==> src/rtl/trap_pkg.sv <==
`timescale 1ns/1ps
package trap_pkg;
  typedef enum logic [3:0] {
    OPC_OTHER  = 4'd0,
    OPC_ATTN   = 4'd1,
    OPC_RDMSR  = 4'd2,
    OPC_WRMSR  = 4'd3,
    OPC_WRMSRD = 4'd4,
    OPC_RFI    = 4'd5,
    OPC_RDSPR  = 4'd6,
    OPC_WRSPR  = 4'd7
  } op_class_e;
endpackage

==> src/rtl/trap_priv_dec.sv <==
`timescale 1ns/1ps
module trap_priv_dec
  import trap_pkg::*;
(
  input  logic [3:0] op_class_i,
  input  logic       spr_hi_i,
  output logic       priv_o,
  output logic       attn_o
);
  op_class_e cls;
  assign cls = op_class_e'(op_class_i);

  always_comb begin
    priv_o = 1'b0;
    case (cls)
      OPC_ATTN, OPC_RDMSR, OPC_WRMSR, OPC_WRMSRD, OPC_RFI: priv_o = 1'b1;
      OPC_RDSPR, OPC_WRSPR:                                 priv_o = spr_hi_i;
      default:                                              priv_o = 1'b0;
    endcase
  end

  assign attn_o = (cls == OPC_ATTN);
endmodule

==> src/rtl/trap_msr_xform.sv <==
`timescale 1ns/1ps
module trap_msr_xform #(
  parameter int unsigned XLEN       = 64,
  parameter int unsigned SF_BIT     = 63,
  parameter int unsigned TM_BIT     = 32,
  parameter int unsigned VEC_BIT    = 25,
  parameter int unsigned VSX_BIT    = 23,
  parameter int unsigned EE_BIT     = 15,
  parameter int unsigned PR_BIT     = 14,
  parameter int unsigned FP_BIT     = 13,
  parameter int unsigned UND_BIT    = 12,
  parameter int unsigned FE0_BIT    = 11,
  parameter int unsigned TES_BIT    = 10,
  parameter int unsigned TEE_BIT    = 9,
  parameter int unsigned FE1_BIT    = 8,
  parameter int unsigned IR_BIT     = 5,
  parameter int unsigned DR_BIT     = 4,
  parameter int unsigned PMM_BIT    = 2,
  parameter int unsigned RI_BIT     = 1,
  parameter int unsigned LE_BIT     = 0,
  parameter int unsigned CAUSE_ILL  = 7,
  parameter int unsigned CAUSE_PRIV = 6
) (
  input  logic [XLEN-1:0] msr_i,
  input  logic            cause_priv_i,
  output logic [XLEN-1:0] msr_new_o,
  output logic [XLEN-1:0] srr1_o
);
  localparam logic [XLEN-1:0] ONE = XLEN'(1);
  localparam logic [XLEN-1:0] CLR_MASK =
      (ONE << TM_BIT)  | (ONE << VEC_BIT) | (ONE << VSX_BIT) | (ONE << EE_BIT)  |
      (ONE << PR_BIT)  | (ONE << FP_BIT)  | (ONE << UND_BIT) | (ONE << FE0_BIT) |
      (ONE << TES_BIT) | (ONE << TEE_BIT) | (ONE << FE1_BIT) | (ONE << IR_BIT)  |
      (ONE << DR_BIT)  | (ONE << PMM_BIT) | (ONE << RI_BIT);
  localparam logic [XLEN-1:0] SET_MASK = (ONE << SF_BIT) | (ONE << LE_BIT);

  assign msr_new_o = (msr_i & ~CLR_MASK) | SET_MASK;
  // cause lands only in the saved copy
  assign srr1_o    = msr_i | (cause_priv_i ? (ONE << CAUSE_PRIV) : (ONE << CAUSE_ILL));
endmodule

==> src/rtl/prog_trap_unit.sv <==
`timescale 1ns/1ps
module prog_trap_unit #(
  parameter int unsigned XLEN       = 64,
  parameter logic [63:0] VEC_ADDR   = 64'h700,
  parameter int unsigned SF_BIT     = 63,
  parameter int unsigned TM_BIT     = 32,
  parameter int unsigned VEC_BIT    = 25,
  parameter int unsigned VSX_BIT    = 23,
  parameter int unsigned EE_BIT     = 15,
  parameter int unsigned PR_BIT     = 14,
  parameter int unsigned FP_BIT     = 13,
  parameter int unsigned UND_BIT    = 12,
  parameter int unsigned FE0_BIT    = 11,
  parameter int unsigned TES_BIT    = 10,
  parameter int unsigned TEE_BIT    = 9,
  parameter int unsigned FE1_BIT    = 8,
  parameter int unsigned IR_BIT     = 5,
  parameter int unsigned DR_BIT     = 4,
  parameter int unsigned PMM_BIT    = 2,
  parameter int unsigned RI_BIT     = 1,
  parameter int unsigned LE_BIT     = 0,
  parameter int unsigned CAUSE_ILL  = 7,
  parameter int unsigned CAUSE_PRIV = 6
) (
  input  logic            clk_i,
  input  logic            rst_ni,
  input  logic            valid_i,
  input  logic [3:0]      op_class_i,
  input  logic            spr_hi_i,
  input  logic            illegal_i,
  input  logic [XLEN-1:0] cia_i,
  input  logic [XLEN-1:0] msr_i,
  output logic            exec_o,
  output logic            trap_o,
  output logic [XLEN-1:0] trap_pc_o,
  output logic [XLEN-1:0] srr0_o,
  output logic [XLEN-1:0] srr1_o,
  output logic [XLEN-1:0] msr_o,
  output logic            halted_o
);
  localparam logic [XLEN-1:0] ONE = XLEN'(1);

  logic            priv, attn;
  logic            live, priv_trap, ill_trap, take_trap, take_halt, take_exec;
  logic [XLEN-1:0] msr_new, srr1_new;
  logic            halted_q;

  trap_priv_dec i_dec (
    .op_class_i (op_class_i),
    .spr_hi_i   (spr_hi_i),
    .priv_o     (priv),
    .attn_o     (attn)
  );

  trap_msr_xform #(
    .XLEN(XLEN), .SF_BIT(SF_BIT), .TM_BIT(TM_BIT), .VEC_BIT(VEC_BIT),
    .VSX_BIT(VSX_BIT), .EE_BIT(EE_BIT), .PR_BIT(PR_BIT), .FP_BIT(FP_BIT),
    .UND_BIT(UND_BIT), .FE0_BIT(FE0_BIT), .TES_BIT(TES_BIT), .TEE_BIT(TEE_BIT),
    .FE1_BIT(FE1_BIT), .IR_BIT(IR_BIT), .DR_BIT(DR_BIT), .PMM_BIT(PMM_BIT),
    .RI_BIT(RI_BIT), .LE_BIT(LE_BIT), .CAUSE_ILL(CAUSE_ILL), .CAUSE_PRIV(CAUSE_PRIV)
  ) i_xform (
    .msr_i        (msr_i),
    .cause_priv_i (priv_trap),
    .msr_new_o    (msr_new),
    .srr1_o       (srr1_new)
  );

  assign live      = valid_i && !halted_q;
  assign priv_trap = live && priv && msr_i[PR_BIT];
  assign ill_trap  = live && !priv_trap && illegal_i;
  assign take_trap = priv_trap || ill_trap;
  // trap outranks halt
  assign take_halt = live && !take_trap && attn;
  assign take_exec = live && !take_trap && !attn;

  always_ff @(posedge clk_i or negedge rst_ni) begin
    if (!rst_ni) begin
      halted_q  <= 1'b0;
      exec_o    <= 1'b0;
      trap_o    <= 1'b0;
      trap_pc_o <= '0;
      srr0_o    <= '0;
      srr1_o    <= '0;
      msr_o     <= '0;
    end else begin
      if (take_halt) halted_q <= 1'b1;
      exec_o    <= take_exec;
      trap_o    <= take_trap;
      trap_pc_o <= take_trap ? VEC_ADDR[XLEN-1:0] : '0;
      srr0_o    <= take_trap ? cia_i : '0;
      srr1_o    <= take_trap ? srr1_new : '0;
      msr_o     <= take_trap ? msr_new : '0;
    end
  end

  assign halted_o = halted_q;

  p_excl_r3: assert property (@(posedge clk_i) disable iff (!rst_ni)
    !(exec_o && trap_o));

  p_vector_r7: assert property (@(posedge clk_i) disable iff (!rst_ni)
    trap_o |-> trap_pc_o == VEC_ADDR[XLEN-1:0]);

  p_save_pc_r6: assert property (@(posedge clk_i) disable iff (!rst_ni)
    trap_o |-> srr0_o == $past(cia_i));

  p_one_cause_r5: assert property (@(posedge clk_i) disable iff (!rst_ni)
    trap_o |-> $countones((srr1_o ^ $past(msr_i)) &
                          ((ONE << CAUSE_ILL) | (ONE << CAUSE_PRIV))) <= 1);

  p_msr_fixed_r8: assert property (@(posedge clk_i) disable iff (!rst_ni)
    trap_o |-> msr_o[SF_BIT] && msr_o[LE_BIT] && !msr_o[PR_BIT] && !msr_o[EE_BIT]);

  p_halt_sticky_r9: assert property (@(posedge clk_i) disable iff (!rst_ni)
    halted_o |=> halted_o);

  p_halt_quiet_r10: assert property (@(posedge clk_i) disable iff (!rst_ni)
    halted_o |=> !exec_o && !trap_o);

  p_idle_r12: assert property (@(posedge clk_i) disable iff (!rst_ni)
    !valid_i |=> !exec_o && !trap_o);
endmodule

==> config.mk <==
export PLATFORM = sky130hd
export DESIGN_NAME = prog_trap_unit
export DESIGN_NICKNAME = d
export VERILOG_FILES = /design/src/rtl/trap_pkg.sv /design/src/rtl/trap_priv_dec.sv /design/src/rtl/trap_msr_xform.sv /design/src/rtl/prog_trap_unit.sv
export SDC_FILE = /design/constraint.sdc
export NUM_CORES = 1
export LEC_CHECK = 0
export ABC_AREA = 1
export BUFFER_PORTS_ARGS = -buffer_cell sky130_fd_sc_hd__clkbuf_2
export CAP_MARGIN = 20
export CORE_AREA = 3 3 153 155
export DETAILED_ROUTE_END_ITERATION = 8
export DIE_AREA = 0 0 156 158
export SKIP_CTS_REPAIR_TIMING = 1
export SLEW_MARGIN = 20
export SYNTH_ARGS = -nofsm -noshare
export SYNTH_HDL_FRONTEND = slang
export SYNTH_SLANG_ARGS = --single-unit
==> constraint.sdc <==
create_clock -name clk_i -period 1.6 [get_ports clk_i]
set_clock_uncertainty 0.1 [all_clocks]
set_input_delay 0.4 -clock clk_i [delete_from_list [all_inputs] [get_ports clk_i]]
set_output_delay 0.4 -clock clk_i [all_outputs]
set_load 0.02 [all_outputs]
==> results.yml, run 1 <==
detailed_routing:
  num_vias: 4109
  viasPerCell: 3.561
  drt_wl_total_um: 14740
  dr.pass1.iters: 4
  wl_per_cell_um: 12.77
  drt_iter0_markers: 99
  route.detailed.drc: 0
  ant_nets: 0
logic_synthesis:
  synth-compound-area-share_pct: 0.1558
  ys_warn_count: 0
  syn_area_sq_um: 6424
  synth-adder-area-share_pct: 0
  synth-seq-area-share_pct: 51.81
  synth_cell_types: 16
  synth_xor_xnor_area_share_pct: 0
  synth_seq_cells: 133
  yosys.area_share.simple_pct: 21.35
  synth_top_family_by_area: "buffers and inverters"
  avgSynthCellArea_sq_um: 11.53
  synthMuxAreaShare_pct: 0
  syn_inst: 557
timing:
  layout_setup_ws_ns: 0.08032
  hold_viol: 0
  totalNegativeSetupSlack_ns: 0
  fin_crit_ns: 1.520
  maxSlewViolCount: 0
  rsz0062_at_grt: "no"
  setup_viol: 0
  max_freq_ghz: 0.6580
  period_share_pct: 94.98
worst_setup_path:
  r2r-end: "srr1_o[27]"
  cp.depth: 1
  worstPathRequired_ns: 1.10
  cpLargestDelayFamily: "flip-flops"
  path_max_fanout: 2
  reg2reg_depth: 9
  worst_path_largest_cell_delay_ns: 0.41
  startpoint_type: "flop"
  crit_type: "reg2out"
  arrival_ns: 1.02
  cp_slowest_cell: "dfrtp_1"
  crit_chain: "clkbuf_2"
  reg2reg_slack_ns: 0.17
  crit_buf_inv: 1
  rr_startpoint: "halted_o"
  end_kind: "primary output"
placement:
  place_ws_ns: 0.01418
  dpl.hpwl_um: 12040
  gp_congestion: 0.8165
  dpl.cell_count: 1122
  postPlaceCellArea_sq_um: 7911
  port_buffers: 319
floorplan:
  dieWidth_um: 156
  start_util_pct: 29.25
  rows: 54
  pin_count: 396
  die_height_um: 158
  core-area_sq_um: 21960
  fp.dieArea_sq_um: 24650
grt:
  grt_pass1_vias: 3966
  gr-total-overflow: 0
  met1_usage_pct: 12.62
  grt_util_all_layers_pct: 11.52
  busiest_layer: "met2"
  use_met2_pct: 21.20
  gr-usage-met3_pct: 3.581
  grt_pass1_wl_um: 21510
  antenna_found_initial: 1
  grt_max_degree: 45
cts:
  cts_num_sinks: 133
  cts.clk_slew.worst_paths_ns: 0.06
  clkLatencyLatePin_ns: 0.40
  clk_path_buf_depth: 2
  clockRootBuffer: "clkbuf_16"
  h-tree-depth: 4
  tritoncts: "done"
  cts_buffers: 17
worst_hold_path:
  min_from: "cia_i[5]"
  holdPathStages: 3
  min_path_type: "in2reg"
  min_to: "srr0_o[5]"
status:
  status: "completed"
pwr:
  ir_worst_vdd_mv: 0.5673
  cellLeakagePower_nw: 5.116
  power_density_nw_per_um2: 946.1
cells_and_area:
  finish.instance_area_sq_um: 8549
  drive_above_1_share_pct: 58.35
  layout.cells.non_filler: 1154
  fillers: 2165
  diodes: 0
  final_common_cell: "clkbuf_2"
  final_cell_mix: "clkbuf_2 (318), inv_1 (133), dfrtp_1 (131), nor2_4 (100), conb_1 (76)"
  nNetsFinal: 999
  syn_to_final_growth_pct: 33.09
run:
  drv_cap: 0
[cell families after synthesis]
group,after synthesis
compound gates,2
simple gates,145
buf+inv,276
flops,133
other cells,1
[worst max-delay path by stage]
stage                  startpoint            to  slack, ns
floorplan                halted_o      msr_o[6]       0.12
global placement    op_class_i[1]    srr1_o[31]       0.01
detailed placement  op_class_i[1]    srr1_o[27]       0.01
CTS                    srr0_o[18]    srr0_o[18]     -0.004
global route             msr_o[0]  trap_pc_o[8]       0.03
finish                 srr1_o[55]    srr1_o[55]       0.08
[cell type report]
cell class	instances	area (sq um)	area share, %
well taps	280	350.3	4.098
clock inverters	13	196.4	2.298
flip-flops and latches	133	3331	38.96
multi-input cells	223	1667	19.49
clock buffers	18	429.2	5.020
repair buffers	351	2058	24.07
inverters	136	518.0	6.059
[cells in the mapped netlist]
cell	instances	area [sq um]
dfrtp_1	133	3328
inv_1	133	499.2
buf_4	126	945.9
nor2_4	100	1126
nor2_2	21	131.4
buf_12	11	220.2
nor2_1	11	41.29
nand2_1	7	26.28
buf_6	3	33.78
inv_2	3	11.26
nand2_2	2	12.51
nand2_4	2	22.52
o21ai_1	2	10.01
conb_1	1	3.750
nand4_1	1	6.260
nor3_1	1	5.000
[sequential cells by signal (all words and copies together), names as in the netlist]
signal	flops
exec_o	1
halted_o	1
msr_o	11
srr0_o	64
srr1_o	56
[stage by stage]
stage               hold WS (ns)  total power [mW]  util [%]
finish                   0.08407             8.089     38.93
global route             0.06284             8.451     38.93
CTS                      -0.2487             8.255     38.88
detailed placement        0.2044             3.995     36.03
global placement          0.2029             3.994     36.03
floorplan               0.004409             3.870         -
[power breakdown]
group          leakage [nW]  switching (mW)  internal (mW)
combinational          2.97           0.403          0.166
sequential             1.85               0           3.36
clock                 0.298            1.53           2.63
[routing by layer]
metal  part of all wire (%)  routed length [um]  up-vias
li1                       -                   -     1958
met1                     35                5232     1929
met2                     55                8124      209
met3                    8.2                1207       11
met4                    1.1                 161        2
met5                  0.088                  13        -
Note: power is estimated with default switching activity, not from simulation.
==> run 2, diff against run 1 <==
--- a/config.mk
+++ b/config.mk
@@ -5,14 +5,15 @@
 export SDC_FILE = /design/constraint.sdc
 export NUM_CORES = 1
 export LEC_CHECK = 0
-export ABC_AREA = 1
 export BUFFER_PORTS_ARGS = -buffer_cell sky130_fd_sc_hd__clkbuf_2
 export CAP_MARGIN = 20
 export CORE_AREA = 3 3 153 155
 export DETAILED_ROUTE_END_ITERATION = 8
 export DIE_AREA = 0 0 156 158
+export PLACE_DENSITY = 0.7
 export SKIP_CTS_REPAIR_TIMING = 1
 export SLEW_MARGIN = 20
 export SYNTH_ARGS = -nofsm -noshare
 export SYNTH_HDL_FRONTEND = slang
+export SYNTH_HIERARCHICAL = 1
 export SYNTH_SLANG_ARGS = --single-unit
==> results.yml, run 2 <==
cts:
  tritoncts: "done"
  clkLatencyLatePin_ns: 0.41
  h-tree-depth: 4
  clk_path_buf_depth: 2
  cts.clk_slew.worst_paths_ns: 0.08
  cts_buffers: 17
  clockRootBuffer: "clkbuf_16"
  cts_num_sinks: 195
placement:
  gp_congestion: 0.7818
  dpl.cell_count: 1139
  dpl.hpwl_um: 14180
  postPlaceCellArea_sq_um: 10130
  port_buffers: 334
pwr:
  p_switching_mw: 3.530
  ir_worst_vdd_mv: 0.5672
  power.internal_mw: 8.128
  power_frac_clock_pct: 35.6
  seqPwrFrac_pct: 45.6
  total_power_mw: 11.66
  power_density_nw_per_um2: 1088
  cellLeakagePower_nw: 5.491
  pwr-share-comb_pct: 18.9
  switching_share_pct: 30.28
worst_setup_path:
  worst_path_largest_cell_delay_ns: 0.40
  crit_type: "reg2out"
  reg2reg_depth: 4
  crit_start: "trap_pc_o[9]"
  cp.depth: 1
  rr_startpoint: "halted_o"
  crit_buf_inv: 1
  reg2reg_slack_ns: 0.18
  startpoint_type: "flop"
  path_max_fanout: 4
  r2r-end: "srr0_o[63]"
  crit_end: "trap_pc_o[9]"
  crit_chain: "clkbuf_2"
  end_kind: "primary output"
  arrival_ns: 1.01
  worstPathRequired_ns: 1.10
  cpLargestDelayFamily: "flip-flops"
  cp_slowest_cell: "dfrtp_1"
logic_synthesis:
  avgSynthCellArea_sq_um: 14.14
  yosysMostFrequentCell: "buf_4"
  syn_area_sq_um: 8996
  synthArstFlopShare_pct: 100.0
  ys_warn_count: 6
  synthTopCellsByArea: "dfrtp_1 (54%), nor3b_2 (21%), buf_4 (16%)"
  ys.flop_type: "dfrtp_1"
  synth-edff-count: 0
  synth_common_cells: "buf_4 (197), dfrtp_1 (195), nor3b_2 (149)"
  synth-seq-area-share_pct: 54.24
  yosys.area.top_type_share_pct: 54.24
  syn_inst: 636
  synth_top_area_cell: "dfrtp_1"
  synth_cell_types: 19
  synth_seq_cells: 195
floorplan:
  core-area_sq_um: 21960
  start_util_pct: 40.97
  dieWidth_um: 156
  rows: 54
  fp.dieArea_sq_um: 24650
  pin_count: 396
  die_height_um: 158
detailed_routing:
  drt_wl_total_um: 18580
  wl_per_cell_um: 15.85
  drt_iter0_markers: 181
  dr.pass1.iters: 4
  num_vias: 4992
  viasPerCell: 4.259
  route.detailed.drc: 0
  ant_nets: 0
worst_hold_path:
  min_path_type: "in2reg"
timing:
  rsz0062_at_grt: "no"
  fin_crit_ns: 1.514
  max_freq_ghz: 0.6606
  totalNegativeSetupSlack_ns: 0
  setup_viol: 0
  maxSlewViolCount: 0
  period_share_pct: 94.60
  hold_viol: 0
cells_and_area:
  diodes: 0
  top_regs: "msr_o (64), srr0_o (64), srr1_o (64)"
  drive_above_1_share_pct: 63.45
  nNetsFinal: 1016
  final_cell_mix: "clkbuf_2 (333), dfrtp_1 (194), nor3b_2 (149), conb_1 (78), nor3b_1 (44)"
  layout.cells.non_filler: 1172
  final_util_pct: 48.80
  syn_to_final_growth_pct: 19.11
  final_common_cell: "clkbuf_2"
  finish.instance_area_sq_um: 10720
  fillers: 1945
grt:
  grt_max_degree: 38
  grt_util_all_layers_pct: 14.81
  grt_pass1_wl_um: 28450
  gr-total-overflow: 0
  grt_pass1_vias: 5281
  antenna_found_initial: 0
status:
  status: "completed"
run:
  drv_cap: 0
-- run 2: cell count changes after synthesis, moves of 6 or more --
| cell | previous run | this run |
|---|---|---|
| buf_12 | 11 | 0 |
| buf_4 | 126 | 197 |
| buf_6 | 3 | 28 |
| dfrtp_1 | 133 | 195 |
| inv_1 | 133 | 1 |
| nand2_1 | 7 | 1 |
| nor2_1 | 11 | 2 |
| nor2_2 | 21 | 0 |
| nor2_4 | 100 | 0 |
| nor3b_1 | 0 | 44 |
| nor3b_2 | 0 | 149 |
-- run 2: area by class of cell --
class	instances	area [sq um]	area share, %
Timing Repair Buffer	382	2331	21.75
Multi-Input combinational cell	282	2579	24.07
Clock buffer	18	429.2	4.005
Tap cell	280	350.3	3.269
Clock inverter	14	141.4	1.319
Sequential cell	195	4881	45.55
Inverter	1	3.754	0.03503
-- run 2: worst min path at each step --
| stage | from | endpoint | depth (start not counted) |
|---|---|---|---|
| 2_1_floorplan | rst_ni | exec_o | 0 |
| 3_3_place_gp | rst_ni | msr_o[50] | 1 |
| 3_5_place_dp | rst_ni | msr_o[50] | 1 |
| 4_1_cts | rst_ni | msr_o[50] | 1 |
| 5_1_grt | cia_i[15] | srr0_o[15] | 2 |
| 6_report | cia_i[10] | srr0_o[10] | 2 |
-- run 2: through the flow --
stage	setup WS [ns]	hold slack, ns
floorplan	0.01228	0.004409
global placement	-0.3201	0.2565
detailed placement	-0.4016	0.2555
CTS	0.04013	-0.2105
global route	0.03988	0.07273
finish	0.08633	0.1022
-- run 2: logic make-up after synthesis --
family                 count (synthesis)  synth area share, %
buffers and inverters                234                20.38
DFF                                  195                54.24
other                                  3               0.1252
AOI/OAI and AO/OA                      3               0.2921
and+or+nand+nor                      201                24.97
-- run 2: per-layer routing --
layer / global-route usage (%) / wire length (um) / part of all wire, % / vias to the layer above
li1: - / - / - / 2302
met1: 16.33 / 6744 / 36 / 2452
met2: 26.41 / 9867 / 53 / 227
met3: 6.014 / 1764 / 9.5 / 11
met4: 4.163 / 201 / 1.1 / 0
met5: 0 / 0 / 0 / -
-- run 2: power groups by stage --
| stage | Combinational [mW] | Sequential, mW | Clock [mW] |
|---|---|---|---|
| CTS | 2.23 | 5.32 | 4.28 |
| global placement | 2.20 | 5.41 | 0 |
| global route | 2.38 | 5.34 | 4.50 |
| floorplan | 1.30 | 5.80 | 0 |
| finish | 2.20 | 5.31 | 4.15 |
| detailed placement | 2.22 | 5.41 | 0 |
-- run 2: worst reg2reg max path: stages, from the launching register on --
cell and delay [ns]:
dfrtp_2 0.42, nand2b_4 0.18, buf_12 0.19, buf_12 0.22, nor3b_1 0.22
